--- src/rtl/memdec_pkg.sv ---
// Shared types and fixed address-map constants of the memory map decoder.
// Assumes a 24-bit address split as an 8-bit bank and a 16-bit offset.
package memdec_pkg;

    typedef struct packed {
        logic       rom_prog;     // bit 7: allow ROM writes
        logic       boot_rom;     // bit 6: bank 0 -> ROM
        logic       low_bus;      // bit 5: bank 0 -> bus
        logic       slow_all;     // bit 4: slow timing everywhere
        logic       hide_cyc;     // bit 3: hide dead cycles
        logic       vid_rd_fast;  // bit 2: video reads from fast RAM
        logic [1:0] wprot;        // bits 1:0: protection code
    } ctrl_t;

    typedef enum logic [1:0] {
        TGT_NONE = 2'd0,
        TGT_RAM  = 2'd1,
        TGT_ROM  = 2'd2,
        TGT_BUS  = 2'd3
    } tgt_e;

    localparam logic [4:0]  VID_TAG      = 5'b10000;   // $8000-$87FF
    localparam logic [4:0]  IO_TAG       = 5'b11101;   // $E800-$EFFF
    localparam logic [15:0] CTRL_OFS     = 16'hEBFF;
    localparam logic [15:0] CTRL_OFS_ALT = 16'hEFFF;
    localparam logic [7:0]  VID_BUS_BANK = 8'h01;

    // Reset value of the control register for a given boot jumper.
    function automatic ctrl_t ctrl_reset(input logic boot);
        ctrl_t c;
        c.rom_prog    = 1'b0;
        c.boot_rom    = boot;
        c.low_bus     = 1'b1;
        c.slow_all    = 1'b1;
        c.hide_cyc    = 1'b1;
        c.vid_rd_fast = 1'b1;
        c.wprot       = 2'b00;
        return c;
    endfunction

endpackage

--- src/rtl/memdec_bank_latch.sv ---
// Bank capture: samples the high address byte from the data bus on each
// clock edge while phi2 is low and holds it through phi2 high.
// Assumes the bus carries the bank byte throughout phi2 low.
module memdec_bank_latch #(
    parameter int DATA_W = 8
) (
    input  logic              clk,
    input  logic              rst_n,
    input  logic              phi2,
    input  logic [DATA_W-1:0] data_in,
    output logic [DATA_W-1:0] bank_q
);

    // Load during the address phase, hold during the access phase.
    always_ff @(posedge clk) begin
        if (!rst_n)
            bank_q <= '0;
        else if (!phi2)
            bank_q <= data_in;
    end

endmodule

--- src/rtl/memdec_ctrl_reg.sv ---
// Write-only control register at one of two bank-0 offsets chosen by a
// jumper. Assumes write data is stable on the bus while phi2 is high.
module memdec_ctrl_reg
    import memdec_pkg::*;
(
    input  logic        clk,
    input  logic        rst_n,
    input  logic        boot_jmp,
    input  logic        reloc_jmp,
    input  logic        phi2,
    input  logic        rw_n,
    input  logic [7:0]  bank,
    input  logic [15:0] addr_lo,
    input  logic [7:0]  data_in,
    output ctrl_t       ctrl_q
);

    logic [15:0] reg_ofs;
    logic        hit;

    // Pick the register offset and detect a write to it.
    always_comb begin
        reg_ofs = reloc_jmp ? CTRL_OFS_ALT : CTRL_OFS;
        hit     = phi2 && !rw_n && (bank == 8'h00) && (addr_lo == reg_ofs);
    end

    // Reset from the jumper, otherwise load on a matching write.
    always_ff @(posedge clk) begin
        if (!rst_n)
            ctrl_q <= ctrl_reset(boot_jmp);
        else if (hit)
            ctrl_q <= ctrl_t'(data_in);
    end

endmodule

--- src/rtl/memdec_route.sv ---
// Target selection: classifies the current address as fast RAM, ROM, bus
// or unmapped, flags the fixed bank-0 windows and the protected range.
// Purely combinational; assumes bank and offset are valid in phi2 high.
module memdec_route
    import memdec_pkg::*;
#(
    parameter int RAM_BANKS = 3,
    parameter int BANK_AW   = 19
) (
    input  logic [7:0]  bank,
    input  logic [15:0] addr_lo,
    input  logic        rw_n,
    input  ctrl_t       ctrl,
    output tgt_e        tgt,
    output logic        is_bank0,
    output logic        is_vid,
    output logic        is_io,
    output logic        is_mirror,
    output logic        wr_block
);

    localparam int          BANKS_PER_RAM = 2 ** (BANK_AW - 16);
    localparam logic [7:0]  RAM_TOP_BANK  = 8'(RAM_BANKS * BANKS_PER_RAM - 1);

    // Window flags for the current address.
    always_comb begin
        is_bank0  = (bank == 8'h00);
        is_vid    = is_bank0 && (addr_lo[15:11] == VID_TAG);
        is_io     = is_bank0 && (addr_lo[15:11] == IO_TAG);
        is_mirror = (bank[7:4] == 4'hF) && !bank[3];
    end

    // Target decision with the bank-0 steering precedence.
    always_comb begin
        tgt = TGT_NONE;
        if (is_bank0) begin
            if (is_vid)
                tgt = (rw_n && ctrl.vid_rd_fast) ? TGT_RAM : TGT_BUS;
            else if (is_io)
                tgt = TGT_BUS;
            else if (ctrl.boot_rom)
                tgt = TGT_ROM;
            else if (ctrl.low_bus)
                tgt = TGT_BUS;
            else
                tgt = TGT_RAM;
        end else if (bank <= RAM_TOP_BANK) begin
            tgt = TGT_RAM;
        end else if (bank[7:4] == 4'hE) begin
            tgt = TGT_BUS;
        end else if (is_mirror) begin
            tgt = TGT_RAM;
        end else if (bank[7:3] == 5'b11111) begin
            tgt = TGT_ROM;
        end
    end

    // Protected range of bank-0 fast RAM for the selected code.
    always_comb begin
        unique case (ctrl.wprot)
            2'b01:   wr_block = is_bank0 && (addr_lo >= 16'hA000);
            2'b10:   wr_block = is_bank0 && (addr_lo >= 16'hC000);
            2'b11:   wr_block = is_bank0 && (addr_lo >= 16'hE000);
            default: wr_block = 1'b0;
        endcase
    end

endmodule

--- src/rtl/memdec_select.sv ---
// Output stage: turns the chosen target into qualified selects, addresses
// and flags. All selects are gated by phi2 high. Combinational.
module memdec_select
    import memdec_pkg::*;
#(
    parameter int RAM_BANKS = 3,
    parameter int BANK_AW   = 19,
    parameter int ROM_AW    = 19
) (
    input  logic                            phi2,
    input  logic                            rw_n,
    input  logic [7:0]                      bank,
    input  logic [15:0]                     addr_lo,
    input  tgt_e                            tgt,
    input  logic                            is_bank0,
    input  logic                            is_vid,
    input  logic                            is_io,
    input  logic                            is_mirror,
    input  logic                            wr_block,
    input  logic                            rom_prog,
    input  logic                            slow_all,
    output logic                            ram_rd,
    output logic                            ram_wr,
    output logic [RAM_BANKS-1:0]            ram_bank_sel,
    output logic [BANK_AW+$clog2(RAM_BANKS)-1:0] ram_addr,
    output logic                            rom_rd,
    output logic                            rom_we,
    output logic [ROM_AW-1:0]               rom_addr,
    output logic                            bus_sel,
    output logic                            bus_io_sel,
    output logic [23:0]                     bus_addr,
    output logic                            write_through,
    output logic                            slow
);

    localparam int SEL_W  = $clog2(RAM_BANKS);
    localparam int RAM_AW = BANK_AW + SEL_W;

    logic [23:0] full_addr;
    logic        ram_hit;

    // Select and enable generation for the chosen target.
    always_comb begin
        full_addr     = {bank, addr_lo};
        ram_hit       = (tgt == TGT_RAM);
        ram_rd        = phi2 && rw_n && ram_hit;
        ram_wr        = phi2 && !rw_n && !wr_block && (ram_hit || is_bank0);
        write_through = ram_wr && !ram_hit;
        rom_rd        = phi2 && rw_n && (tgt == TGT_ROM);
        rom_we        = phi2 && !rw_n && (tgt == TGT_ROM) && rom_prog;
        bus_sel       = phi2 && (tgt == TGT_BUS);
        bus_io_sel    = phi2 && is_io;
        slow          = phi2 && (tgt != TGT_NONE) && (slow_all || !ram_hit);
    end

    // Address formation for each device.
    always_comb begin
        bus_addr = is_vid ? {VID_BUS_BANK, addr_lo} : full_addr;
        rom_addr = full_addr[ROM_AW-1:0];
        if (is_mirror)
            ram_addr = RAM_AW'(full_addr[BANK_AW-1:0]);
        else
            ram_addr = full_addr[RAM_AW-1:0];
    end

    // One bank select per fast RAM device.
    for (genvar i = 0; i < RAM_BANKS; i++) begin : g_bank
        assign ram_bank_sel[i] = (ram_rd || ram_wr) &&
                                 (ram_addr[RAM_AW-1:BANK_AW] == SEL_W'(i));
    end

endmodule

--- src/rtl/memdec_top.sv ---
// Memory map decoder top: bank capture, control register, target routing
// and output stage. Assumes the processor drives the bank byte in phi2 low.
module memdec_top
    import memdec_pkg::*;
#(
    parameter int RAM_BANKS = 3,
    parameter int BANK_AW   = 19,
    parameter int ROM_AW    = 19,
    localparam int RAM_AW   = BANK_AW + $clog2(RAM_BANKS)
) (
    input  logic                 clk,
    input  logic                 rst_n,
    input  logic                 boot_jmp,
    input  logic                 reloc_jmp,
    input  logic                 phi2,
    input  logic                 rw_n,
    input  logic [15:0]          addr_lo,
    input  logic [7:0]           data_in,
    output logic                 ram_rd,
    output logic                 ram_wr,
    output logic [RAM_BANKS-1:0] ram_bank_sel,
    output logic [RAM_AW-1:0]    ram_addr,
    output logic                 rom_rd,
    output logic                 rom_we,
    output logic [ROM_AW-1:0]    rom_addr,
    output logic                 bus_sel,
    output logic                 bus_io_sel,
    output logic [23:0]          bus_addr,
    output logic                 write_through,
    output logic                 slow,
    output logic                 hide_bogus
);

    logic [7:0] bank_q;
    ctrl_t      ctrl_q;
    tgt_e       tgt;
    logic       is_bank0, is_vid, is_io, is_mirror, wr_block;

    memdec_bank_latch #(.DATA_W(8)) u_bank (
        .clk     (clk),
        .rst_n   (rst_n),
        .phi2    (phi2),
        .data_in (data_in),
        .bank_q  (bank_q)
    );

    memdec_ctrl_reg u_ctrl (
        .clk       (clk),
        .rst_n     (rst_n),
        .boot_jmp  (boot_jmp),
        .reloc_jmp (reloc_jmp),
        .phi2      (phi2),
        .rw_n      (rw_n),
        .bank      (bank_q),
        .addr_lo   (addr_lo),
        .data_in   (data_in),
        .ctrl_q    (ctrl_q)
    );

    memdec_route #(.RAM_BANKS(RAM_BANKS), .BANK_AW(BANK_AW)) u_route (
        .bank      (bank_q),
        .addr_lo   (addr_lo),
        .rw_n      (rw_n),
        .ctrl      (ctrl_q),
        .tgt       (tgt),
        .is_bank0  (is_bank0),
        .is_vid    (is_vid),
        .is_io     (is_io),
        .is_mirror (is_mirror),
        .wr_block  (wr_block)
    );

    memdec_select #(.RAM_BANKS(RAM_BANKS), .BANK_AW(BANK_AW), .ROM_AW(ROM_AW)) u_sel (
        .phi2          (phi2),
        .rw_n          (rw_n),
        .bank          (bank_q),
        .addr_lo       (addr_lo),
        .tgt           (tgt),
        .is_bank0      (is_bank0),
        .is_vid        (is_vid),
        .is_io         (is_io),
        .is_mirror     (is_mirror),
        .wr_block      (wr_block),
        .rom_prog      (ctrl_q.rom_prog),
        .slow_all      (ctrl_q.slow_all),
        .ram_rd        (ram_rd),
        .ram_wr        (ram_wr),
        .ram_bank_sel  (ram_bank_sel),
        .ram_addr      (ram_addr),
        .rom_rd        (rom_rd),
        .rom_we        (rom_we),
        .rom_addr      (rom_addr),
        .bus_sel       (bus_sel),
        .bus_io_sel    (bus_io_sel),
        .bus_addr      (bus_addr),
        .write_through (write_through),
        .slow          (slow)
    );

    assign hide_bogus = ctrl_q.hide_cyc;

endmodule

--- config.mk ---
export PLATFORM = sky130hd
export DESIGN_NAME = memdec_top
export DESIGN_NICKNAME = d
export VERILOG_FILES = /design/src/rtl/memdec_pkg.sv /design/src/rtl/memdec_bank_latch.sv /design/src/rtl/memdec_ctrl_reg.sv /design/src/rtl/memdec_route.sv /design/src/rtl/memdec_select.sv /design/src/rtl/memdec_top.sv
export SDC_FILE = /design/constraint.sdc
export NUM_CORES = 1
export LEC_CHECK = 0
export BUFFER_PORTS_ARGS = -buffer_cell sky130_fd_sc_hd__buf_2
export CORE_MARGIN = 2
export CORE_UTILIZATION = 40
export DETAILED_ROUTE_END_ITERATION = 12
export PLACE_DENSITY = 0.82
export SLEW_MARGIN = 20
export SYNTH_ARGS = -nofsm -noshare
export SYNTH_HDL_FRONTEND = slang
export SYNTH_SLANG_ARGS = --single-unit
export TNS_END_PERCENT = 10
--- constraint.sdc ---
create_clock -name clk -period 2.35 [get_ports clk]
set_input_delay 0.235 -clock clk [delete_from_list [all_inputs] [get_ports clk]]
set_output_delay 0.235 -clock clk [all_outputs]
set_load 0.05 [all_outputs]
**Word-level counts from Yosys, hierarchy flattened**

Cells that the tools add are included.

- Flip-flop bits (word level): 16
- Bits of input ports: 30

- Order comparisons: 4
- Eq/ne operators: 15
- Mux-type cells: 16
- Reductions and logical operators: 35

Operators with widths:

| operator | count |
|---|---|
| greater-or-equal comparator 16 bit, second input constant | 3 |
| logical AND 1 bit | 25 |
| 2-to-1 mux 24 bit | 1 |
| 2-to-1 mux 21 bit | 1 |
| 2-to-1 mux 2 bit | 10 |
| == test 16 bit | 1 |
| == test 5 bit, second input constant | 3 |
| 2-to-1 mux 7 bit | 2 |
| 2-to-1 mux 11 bit | 1 |
| == test 2 bit, second input constant | 5 |
| == test 4 bit, second input constant | 2 |
| less-or-equal comparator 8 x 5 -> 1 bit, second input constant | 1 |
| zero test 8 bit | 1 |
| == test 2 x 1 -> 1 bit, second input constant | 3 |
| zero test 1 bit | 4 |
| logical OR 1 bit | 3 |
| one-hot mux 1 bit (3 select lines) | 1 |
| zero test 2 bit | 1 |
| inequality test 2 x 1 -> 1 bit, second input constant | 1 |
| nonzero test 2 bit | 1 |

**Logic depth before layout (Yosys ltp)**

Gate-level depths: netlist (run 1).

- Depth in word-level cells: 11
- Gate-level depth with buffers: 5

**By module**

A second synthesis (run 1) with hierarchy kept.

- Cell total of the unflattened synthesis: 180
- Area, all modules: 1512.7 um^2

Modules (own cells, without submodules):

| module | times used | cells each | area each (um^2) | seq. area each (um^2) |
|---|---|---|---|---|
| memdec_select | 1 | 87 | 633.1 | 0.0 |
| memdec_ctrl_reg | 1 | 44 | 429.2 | 170.2 |
| memdec_bank_latch | 1 | 25 | 301.5 | 160.2 |
| memdec_route | 1 | 24 | 148.9 | 0.0 |

**Least setup slack after synthesis (run 1)**

No wires, ideal clock.

- Path kind: flip-flop to output port
- Start point: reg u_bank.bank_q[1]
- End point: out write_through
- Data arrival time: 2.575 ns
- Required time: 2.115 ns
- Slack: -0.460 ns
- Stages on the path, launching flop included: 6
- Cell sequence: dfxtp_1 -> or4_4 -> nor3_4 -> o311a_2 -> a21oi_1 -> a21boi_0

- Word-level cells in the longest chain between the ends: 9
- Elaborated cells on any way between the ends: 19
- Classes of those cells: order compare: 1; eq/ne: 1; mux: 5; reduce/logical: 12

RTL lines:

| element | RTL line | source |
|---|---|---|
| from (decl) | memdec_bank_latch.sv:11 | `output logic [DATA_W-1:0] bank_q` |
| from (signal assigned) | memdec_bank_latch.sv:19 | `bank_q <= data_in;` |
| parallel branches: the longest is 8 deep, another holds less-or-equal comparator 8 x 5 -> 1 bit | n/a |  |
| logical AND 1 bit (*) | memdec_select.sv:48 | `write_through = ram_wr && !ram_hit;` |
| to (decl) | memdec_top.sv:29 | `output logic write_through,` |

Every way passes the cells marked *.

**Final worst setup path (run 1)**

- Start point: reg u_bank.bank_q[1]
- End point: out rom_we

- Word-level cells in the longest chain between the ends: 8
- Elaborated cells on any way between the ends: 11
- Classes of those cells: order compare: 1; eq/ne: 1; mux: 4; reduce/logical: 5

RTL lines:

| element | RTL line | source |
|---|---|---|
| parallel branches: the longest is 4 deep, another holds less-or-equal comparator 8 x 5 -> 1 bit | n/a |  |
| 2-to-1 mux 2 bit (*) | memdec_route.sv:36 | `if (is_bank0) begin` |
| == test 2 bit (*) | memdec_select.sv:50 | `rom_we = phi2 && !rw_n && (tgt == TGT_ROM) && rom_prog;` |
| logical AND 1 bit (*) (2 in series) | memdec_select.sv:50 |  |
| to (decl) | memdec_top.sv:24 | `output logic rom_we,` |

Marked as above.

==> summary.md, run 1 <==
| Metric | Value |
|---|---|
| CTS clk-pin slew, worst paths | `0.09 ns` |
| Vias per cell | `4.86` |
| ANT nets after route | `0` |
| Hold/Removal Path Class | `in2reg` |
| Int Pwr | `0.502 mW` |
| Pleak | `0.947 nW` |
| Register area share after synthesis | `23.1%` |
| Aggregate global routing overflow | `0` |
| CP Data Arrival Time | `2.22 ns` |
| Rel. slew slack | `73.5%` |
| Worst path slowest cell | `or4_4` |
| DP Area | `0.00160 sq mm` |
| Worst slew pin tran | `0.397 ns` |
| Routed len/inst | `12.2 um` |
| PD cells | `566 mW/mm^2` |
| Root Buffer | `clkbuf_4` |
| Layout cell share with drive strength beyond 1 | `58.0%` |
| #FFs+latches synth | `16` |
| CP max FO | `5` |
| Post-synthesis mux area share | `10.5%` |
| Worst hold slack | `0.164 ns` |
| Setup crit end kind | `primary output` |
| Final Routed Wirelength | `3300 um` |
| Post-Synthesis Cells | `175` |
| Top-count cell post-synth | `buf_4` |
| Nets | `255` |
| Number of synthesized flops with an enable pin | `1` |
| Die Y | `63.8 um` |
| Initial antenna violation count | `0` |
| DR vias | `1311` |
| Max cap viols | `0` |
| Worst Skew | `0.00480 ns` |
| Clock Sinks | `16` |
| Register area | `332 sq um` |
| Initial Utilization | `42.2%` |
| Clock power share | `19.4%` |
| Syn-to-layout area delta | `17.9%` |
| Die ar. | `0.00407 sq mm` |
| Main synth FF type | `dfxtp_1` |
| CTS buffer count | `3` |
| Crit-path max cell delay | `0.56 ns` |
| Crit Path Class | `reg2out` |
| Outcome | `complete, but fails checks` |
| Post-route DRC | `0` |
| Complex-gate fraction of the synthesized area | `11.8%` |
| Ports | `106` |
| CTS H-tree lvls | `1` |
| Share of the synthesized area in the top cell type | `28.9%` |
| PortBufs | `105` |
| Syn Area/Cell | `8.16 sq um` |
| VDD IR max | `0.447 mV` |
| Final Hold Fails | `0` |
| Area leader, netlist | `buf_4` |
| Post-Syn Area | `0.00143 sq mm` |
| Asr flop ratio synth | `0%` |
| DRT iter0 DRCs | `14` |
| Simple-Gate Fraction of Synth Area | `20.1%` |
| Startpoint Class | `flop` |
| DP HPWL | `2660 um` |
| Largest family of logic cells by synthesized area | `buffers and inverters` |
| Final setup margin | `-0.108 ns` |
| XOR/XNOR share of the synthesized area | `0.613%` |
| Clk_lat worst skew | `0.30 ns` |
| Drt pass-1 iters | `4` |
| Max Transition Viols Final | `0` |
| NetSw | `0.451 mW` |
| Gpl congestion | `0.874` |
| First-pass GRT wire length | `4970 um` |
| CP delay by family, top | `simple AND/OR/NAND/NOR gates` |
| Crit path required time | `2.12 ns` |
| Antenna cells | `0` |
| Switch share | `47.3%` |
| Synth warnings | `0` |
| Largest net degree at the start of global routing | `19` |
| Cell Chain, Critical Path | `or4_4 > nor3_4 > o311a_2 > o21ai_2 > nor4b_2 > buf_4` |
| Worst path buffer plus inverter count | `1` |
| Synth cell types | `38` |
| Syn nets | `205` |
| Post-layout minimum cycle time | `2.46 ns` |
| Top cells by count, synth | `buf_4 (55), dfxtp_1 (15), mux2i_1 (15)` |
| CTS tree | `built` |
| Fmax | `0.407 GHz` |
| GR Util All Layers | `15.4%` |
| Post-route cell area | `0.00168 sq mm` |
| Tcrit/Tclk final | `105%` |
| # rows | `21` |
| Sequential power share | `30.7%` |
| Fraction of the mapped netlist area in adder cells | `0%` |
| Comb power frac | `50.0%` |
| Number of global-route vias before repair | `1141` |
| Die W | `63.8 um` |
| RSZ-0062 raised after global routing | `true` |
| Clock Path Buffers | `2` |
| Core area | `0.00339 sq mm` |
| Final Setup Violations | `3` |
| Ranking of synthesized cells by area | `buf_4 (29%), dfxtp_1 (21%), mux2i_1 (11%)` |
| Filler cells | `321` |
| Failing checks | `setup timing` |
| Area occupied by multi-input gates | `634 sq um` |
-- repair_timing --
action,CTS,global route
pin swaps,1,0
gates resized for setup,9,9
setup buffers,0,0
hold buffers,0,0
setup endpoints to repair,7,9
-- per-layer routing --
layer	GRT usage, %	vias to the layer above	part of all wire (%)
met2	28.2	79	50
met1	16.8	593	41
met4	8.70	0	1.6
met3	2.29	5	7.3
met5	0	-	0
li1	-	634	-
-- final timing paths --
check,startpoint,endpoint,slack [ns],cells past startpoint
max reg2reg,u_bank.bank_q[1],u_ctrl.ctrl_q[6],0.31,5
max,u_bank.bank_q[1],rom_we,-0.11,6
min reg2reg,u_ctrl.ctrl_q[3],u_ctrl.ctrl_q[3],0.48,2
min,data_in[3],u_ctrl.ctrl_q[3],0.16,3
-- cell type report --
cell class              instances  area share, %
inverters                       6           1.34
repair buffers                111           35.7
multi-input cells              87           37.7
well taps                      46           3.42
flip-flops and latches         16           19.7
clock buffers                   4           2.15
-- cell families after synthesis --
logic type	after synthesis
AO/OA/AOI/OAI	23
XOR/XNOR	1
buffers and inverters	72
flip-flops	16
multiplexers	15
AND/OR/NAND/NOR	48
-- tightest hold or removal path, delay by kind of cell --
kind,cells,cell delay (ns)
buffers and inverters,1,0.08
multiplexers,1,0.05
AND/OR/NAND/NOR,1,0.06
-- metrics by stage --
stage	cells	TNS, ns	util, %	worst slack, ns	total power, mW
2_1_floorplan	175	-0.572	-	-0.283	0.711
3_3_place_gp	266	0	47.2	0.200	0.760
3_5_place_dp	266	0	47.2	0.159	0.763
4_1_cts	270	-0.413	49.0	-0.112	0.951
5_1_grt	270	-0.849	49.7	-0.197	0.995
6_report	270	-0.163	49.7	-0.108	0.953
-- state kept, by name, indices dropped and copies added (netlist names) --
register and flops:
u_ctrl.ctrl_q 8, u_bank.bank_q 8
-- placed cells by master, fill, tap and decap left out, types with 2 or more instances in the layout --
cell and n:
buf_6 3, dfxtp_1 14, buf_4 10, buf_2 97
nand2_1 10, a31o_2 2, clkbuf_4 4, nor2_1 5
nand4_1 4, mux2i_1 15, o21a_1 3, o21ai_0 3
and3_1 3, a21oi_1 3, inv_1 6, nor2b_1 12
nor2_2 2
-- power groups by stage --
stage                     registers, mW  clock network [mW]  logic (mW)
after detailed placement          0.298                   0       0.465
after CTS                         0.292               0.190       0.469
after global routing              0.294               0.202       0.499
final                             0.292               0.184       0.476
after global placement            0.297                   0       0.463
after floorplan                   0.297                   0       0.414
Note: power is estimated with default switching activity, not from simulation.
==> run 2: changes to the inputs <==
--- a/config.mk
+++ b/config.mk
@@ -14,4 +14,3 @@
 export SYNTH_ARGS = -nofsm -noshare
 export SYNTH_HDL_FRONTEND = slang
 export SYNTH_SLANG_ARGS = --single-unit
-export TNS_END_PERCENT = 10
==> run 2 against run 1 <==
  * The run still ends with setup timing left
  * Clock power down 21%
  * Routed wire length up 0.15%
  * Sequential cell count unchanged
  * Utilization up 0.41 points
  * Highest routed layer is now met3
==> summary.md, run 2 (same netlist as run 1, synthesis figures left out) <==
| Metric | Value |
|---|---|
| Die ar. | `0.00407 sq mm (unchanged)` |
| Top Registers | `u_bank.bank_q: 8 flops, u_ctrl.ctrl_q: 8 flops` |
| Max cap viols | `0 (unchanged)` |
| ANT nets after route | `0 (unchanged)` |
| Fin cells | `268 (-0.74%)` |
| Final Setup Violations | `1 (-2)` |
| GR Util All Layers | `15.4% (+0.054 points)` |
| # rows | `21 (unchanged)` |
| Placed cells | `264 (-0.75%)` |
| Aggregate global routing overflow | `0 (unchanged)` |
| PD cells | `543 mW/mm^2 (-4.1%)` |
| Nets | `253 (-0.78%)` |
| CTS tree | `built` |
| Clock Path Buffers | `2 (unchanged)` |
| Commonest non-fill, non-tap cell in the layout | `buf_2` |
| Post CTS Setup Buffer Count | `0 (unchanged)` |
| CP Data Arrival Time | `2.14 ns (-0.08 ns)` |
| Core area | `0.00339 sq mm (unchanged)` |
| Failing checks | `setup timing` |
| Tot Pwr | `0.922 mW (-3.3%)` |
| Vias per cell | `4.75 (-2.3%)` |
| Pleak | `0.941 nW (-0.69%)` |
| Largest net degree at the start of global routing | `19 (unchanged)` |
| RSZ-0062 raised after global routing | `true` |
| CTS clk-pin slew, worst paths | `0.09 ns (about the same)` |
| Ports | `106 (unchanged)` |
| Final Routed Wirelength | `3300 um (+0.15%)` |
| Gpl congestion | `0.893 (+2.1%)` |
| Setup crit end kind | `primary output` |
| Crit path required time | `2.12 ns (about the same)` |
| Layout cell share with drive strength beyond 1 | `58.1% (+0.072 points)` |
| Metal2 WL | `1590 um (-3.2%)` |
| Tcrit/Tclk final | `101% (-3.7 points)` |
| Initial antenna violation count | `0 (unchanged)` |
| Top routing layer used | `met3` |
| Crit Path Class | `reg2out` |
| Die Y | `63.8 um (unchanged)` |
| Clk_lat worst skew | `0.28 ns (-0.02 ns)` |
| PortBufs | `105 (unchanged)` |
| Post-CTS Hold Fix Bufs | `0 (unchanged)` |
| Hold/Removal Path Class | `in2reg` |
| Worst hold slack | `0.182 ns (+0.0182 ns)` |
| Post-layout minimum cycle time | `2.37 ns (-0.0864 ns)` |
| Commonest cells after routing, fill and taps aside | `buf_2 (96), mux2i_1 (15), nor2b_1 (12), dfxtp_1 (12), nand2_1 (10)` |
| Rel. slew slack | `72.6% (-0.86 points)` |
| DR vias | `1272 (-3.0%)` |
| Post-route DRC | `0 (unchanged)` |
| Antenna cells | `0 (unchanged)` |
| Final Hold Fails | `0 (unchanged)` |
| CP max FO | `4 (-1)` |
| DP HPWL | `2650 um (-0.51%)` |
| Max Transition Viols Final | `0 (unchanged)` |
| Initial Utilization | `42.2% (unchanged)` |
| CTS H-tree lvls | `1 (unchanged)` |
| Worst slew pin tran | `0.408 ns (+0.0107 ns)` |
| Routed len/inst | `12.3 um (+0.90%)` |
| Die W | `63.8 um (unchanged)` |
| Startpoint Class | `flop` |
| Syn-to-layout area delta | `18.8%` |
| Final setup margin | `-0.0219 ns (+0.0864 ns)` |
| Clock Sinks | `16 (unchanged)` |
| Met3 Wirelength | `157 um (-35%)` |
| VDD IR max | `0.231 mV (-48%)` |
| CTS buffer count | `3 (unchanged)` |
| Fmax | `0.422 GHz (+3.6%)` |
| Root Buffer | `clkbuf_4` |
| Worst Skew | `0.00425 ns (-0.000541 ns)` |
| DRT iter0 DRCs | `118 (+104)` |
| Drt pass-1 iters | `4 (unchanged)` |
| M1 wire length | `1560 um (+14%)` |
| Number of global-route vias before repair | `1090 (-4.5%)` |
| First-pass GRT wire length | `5080 um (+2.1%)` |
| Outcome | `complete, but fails checks` |
[run 2: changes by cell type in the layout (fill, tap and decap cells not counted), sizes merged]
| cell | before | now |
|---|---|---|
| buf | 110 | 108 |
[run 2: per-layer routing]
layer,track usage (%),vias up
li1,-,631
met1,22.1,586
met2,24.9,55
met3,0.704,0
met4,5.16,0
met5,0,-
[run 2: final timing paths]
| path | from | end | slack, ns | cells past startpoint |
|---|---|---|---|---|
| max reg2reg | u_bank.bank_q[4] | u_ctrl.ctrl_q[6] | 0.36 | 5 |
| max | u_bank.bank_q[4] | rom_we | -0.02 | 6 |
| min reg2reg | u_ctrl.ctrl_q[4] | u_ctrl.ctrl_q[4] | 0.49 | 2 |
| min | data_in[5] | u_ctrl.ctrl_q[5] | 0.18 | 3 |
[run 2: area by class of cell]
cell class,instances,area (sq um)
tap,46,57.6
fill,328,1690
multi-input combinational,87,661
clock buffer,4,26.3
sequential,16,334
timing repair buffer,109,597
inverter,6,22.5
[run 2: per-stage QoR]
step	setup slack, ns	TNS [ns]	utilization (%)	area (sq um)
floorplan	-0.0885	-0.0906	-	1440
global placement	0.170	0	47.1	1600
detailed placement	0.124	0	47.1	1600
CTS	-0.0563	-0.0755	49.5	1680
global route	-0.0969	-0.338	50.1	1700
finish	-0.0219	-0.0219	50.1	1700
[run 2: worst max-delay path, cell delays in order (launching register included)]
cell and delay, ns:
dfxtp_2 0.33, or4_4 0.56, nor3_4 0.17, o311a_4 0.26
o21ai_4 0.08, nor4b_4 0.27, buf_6 0.19
[run 2: power by group]
group | total (mW) | switching, mW | internal, mW
sequential | 0.295 | 0.0114 | 0.284
combinational | 0.481 | 0.355 | 0.126
clock | 0.145 | 0.0797 | 0.0658
total | 0.922 | 0.446 | 0.475
[run 2: repair_timing]
| action | CTS | global route |
|---|---|---|
| gates resized for setup | 16 | 11 |
| pin swaps | 5 | 2 |
| endpoints found under the setup margin | 7 | 9 |
==> run 3: changes to the inputs <==
==> constraint.sdc (replaced) <==
create_clock -name clk -period 3.1 [get_ports clk]
set_input_delay 0.31 -clock clk [delete_from_list [all_inputs] [get_ports clk]]
set_output_delay 0.31 -clock clk [all_outputs]
set_load 0.05 [all_outputs]
==> run 3 against run 2 <==
  * The flow now finishes without violations
  * Sequential share of layout area rose by 1.1 points
  * Clock skew fell by 0.0030 ns
  * Routed wire length fell by 4.7%
  * Setup slack improved by 0.36 ns
  * Clock-buffer cell count did not move
  * Hold slack improved by 0.069 ns
  * Via count barely moved
  * Sequential power fell by 23%
  * Sequential cell count did not move
  * Cell count fell by 1.5%
  * Critical endpoint unchanged
  * Largest cell class unchanged
  * Largest power group unchanged
  * Highest routed layer is now met4
==> summary.md, run 3 (same netlist as run 1, synthesis figures left out) <==
| Metric | Value |
|---|---|
| Die ar. | `0.00407 sq mm (unchanged)` |
| Max cap viols | `0 (unchanged)` |
| Nets | `249 (-1.6%)` |
| Crit Path Class | `reg2out` |
| First-pass GRT wire length | `4770 um (-6.1%)` |
| GR Util All Layers | `14.7% (-0.69 points)` |
| CTS clk-pin slew, worst paths | `0.09 ns (about the same)` |
| Root Buffer | `clkbuf_4` |
| Worst path buffer plus inverter count | `1 (unchanged)` |
| Initial Utilization | `42.2% (unchanged)` |
| CTS tree | `built` |
| CTS buffer count | `3 (unchanged)` |
| Number of global-route vias before repair | `1040 (-4.6%)` |
| Gpl congestion | `0.875 (-2.0%)` |
| Worst hold slack | `0.251 ns (+0.0685 ns)` |
| Final Hold Fails | `0 (unchanged)` |
| CTS H-tree lvls | `1 (unchanged)` |
| Post-route setup TNS | `0 ns (+0.0219 ns)` |
| Worst path slowest cell | `or4_4` |
| Worst Skew | `0.00129 ns (-0.00296 ns)` |
| Clock Sinks | `16 (unchanged)` |
| Final Setup Violations | `0 (-1)` |
| Cell Chain, Critical Path | `or4_4 > nor3_4 > o311a_2 > o21ai_2 > nor4b_2 > buf_2` |
| DP HPWL | `2610 um (-1.5%)` |
| Routed len/inst | `11.9 um (-3.2%)` |
| PD cells | `441 mW/mm^2 (-19%)` |
| Setup crit end kind | `primary output` |
| Commonest non-fill, non-tap cell in the layout | `buf_2` |
| Worst slew pin tran | `0.428 ns (+0.0195 ns)` |
| Post-layout minimum cycle time | `2.76 ns` |
| Hold/Removal Path Class | `in2reg` |
| # rows | `21 (unchanged)` |
| DR vias | `1271 (-0.079%)` |
| Outcome | `complete, no violations` |
| Core area | `0.00339 sq mm (unchanged)` |
| CP Data Arrival Time | `2.45 ns (+0.31 ns)` |
| CP delay by family, top | `simple AND/OR/NAND/NOR gates` |
| Post-layout util | `46.8% (-3.2 points)` |
| Clk_lat worst skew | `0.29 ns (about the same)` |
| Die W | `63.8 um (unchanged)` |
| Crit path required time | `2.79 ns (+0.67 ns)` |
| Commonest cells after routing, fill and taps aside | `buf_2 (105), mux2i_1 (15), dfxtp_1 (15)` |
| Top Registers | `u_bank.bank_q: 8 flops, u_ctrl.ctrl_q: 8 flops` |
| Largest net degree at the start of global routing | `19 (unchanged)` |
| Post-route DRC | `0 (unchanged)` |
| Initial antenna violation count | `0 (unchanged)` |
| Die Y | `63.8 um (unchanged)` |
| RSZ-0062 raised after global routing | `false` |
| Startpoint Class | `flop` |
| Post CTS Setup Buffer Count | `0 (unchanged)` |
| Syn-to-layout area delta | `11.1%` |
| Rel. slew slack | `71.2% (-1.4 points)` |
| Pleak | `0.912 nW (-3.1%)` |
| Max Transition Viols Final | `0 (unchanged)` |
| DRT iter0 DRCs | `20 (-83%)` |
| Final Routed Wirelength | `3150 um (-4.7%)` |
| PortBufs | `105 (unchanged)` |
| Post-CTS Hold Fix Bufs | `0 (unchanged)` |
| Layout cell share with drive strength beyond 1 | `54.1% (-4.0 points)` |
| Antenna cells | `0 (unchanged)` |
| Vias per cell | `4.81 (+1.4%)` |
| Crit-path max cell delay | `0.55 ns (about the same)` |
| VDD IR max | `0.387 mV (+68%)` |
| Drt pass-1 iters | `4 (unchanged)` |
| ANT nets after route | `0 (unchanged)` |
| CP max FO | `11 (+7)` |
| Ports | `106 (unchanged)` |
| Fmax | `0.363 GHz` |
| Cts repair resizes | `0 (-16)` |
| Aggregate global routing overflow | `0 (unchanged)` |
| Clock Path Buffers | `2 (unchanged)` |
| Tcrit/Tclk final | `89.0%` |
==> run 3: cell types whose count changed in the layout (fill, tap and decap cells not counted), moves of 2 or more <==
cell	before	now
buf_2	96	105
buf_4	7	0
buf_6	5	0
dfxtp_1	12	15
dfxtp_2	3	0
a21boi_0	0	2
a21boi_1	2	0
nor2_1	5	7
nor2_2	2	0
==> run 3: per-stage QoR <==
step | setup WS (ns) | total power [mW] | cell area, sq um | instances
6_report | 0.342 | 0.700 | 1590 | 264
5_1_grt | 0.189 | 0.730 | 1590 | 264
4_1_cts | 0.335 | 0.708 | 1590 | 264
3_5_place_dp | 0.671 | 0.570 | 1550 | 260
3_3_place_gp | 0.730 | 0.568 | 1550 | 260
2_1_floorplan | 0.215 | 0.538 | 1430 | 175
==> run 3: path summary, 6_finish.rpt <==
kind,from,to,slack [ns],cells past startpoint
setup / recovery,u_bank.bank_q[3],rom_we,0.34,6
hold / removal,data_in[4],u_ctrl.ctrl_q[4],0.25,3
setup reg to reg,u_bank.bank_q[3],u_ctrl.ctrl_q[6],0.99,4
hold reg to reg,u_ctrl.ctrl_q[3],u_ctrl.ctrl_q[3],0.48,2
==> run 3: metal layers <==
layer	global-route usage (%)	part of all wire [%]	wire length, um
met4	4.89	0.89	28
met2	28.9	52	1630
met5	0	0	0
met1	16.4	40	1250
met3	1.23	7.7	241
==> run 3: where the power goes <==
group          leakage [nW]  internal, mW  switching [mW]
Sequential            0.132         0.215          0.0114
Combinational         0.758        0.0799           0.258
Clock                0.0210        0.0716          0.0640
==> run 3: final cells by class <==
type                    instances  area [sq um]
fillers                       316          1800
multi-input cells              87           616
repair buffers                105           526
flip-flops and latches         16           330
well taps                      46          57.6
clock buffers                   4          36.3
inverters                       6          22.5
==> run 3: tightest hold or removal path: cells and delay by family <==
kind,cells,cell delay [ns]
buf+inv,1,0.09
mux,1,0.06
simple gates,1,0.05
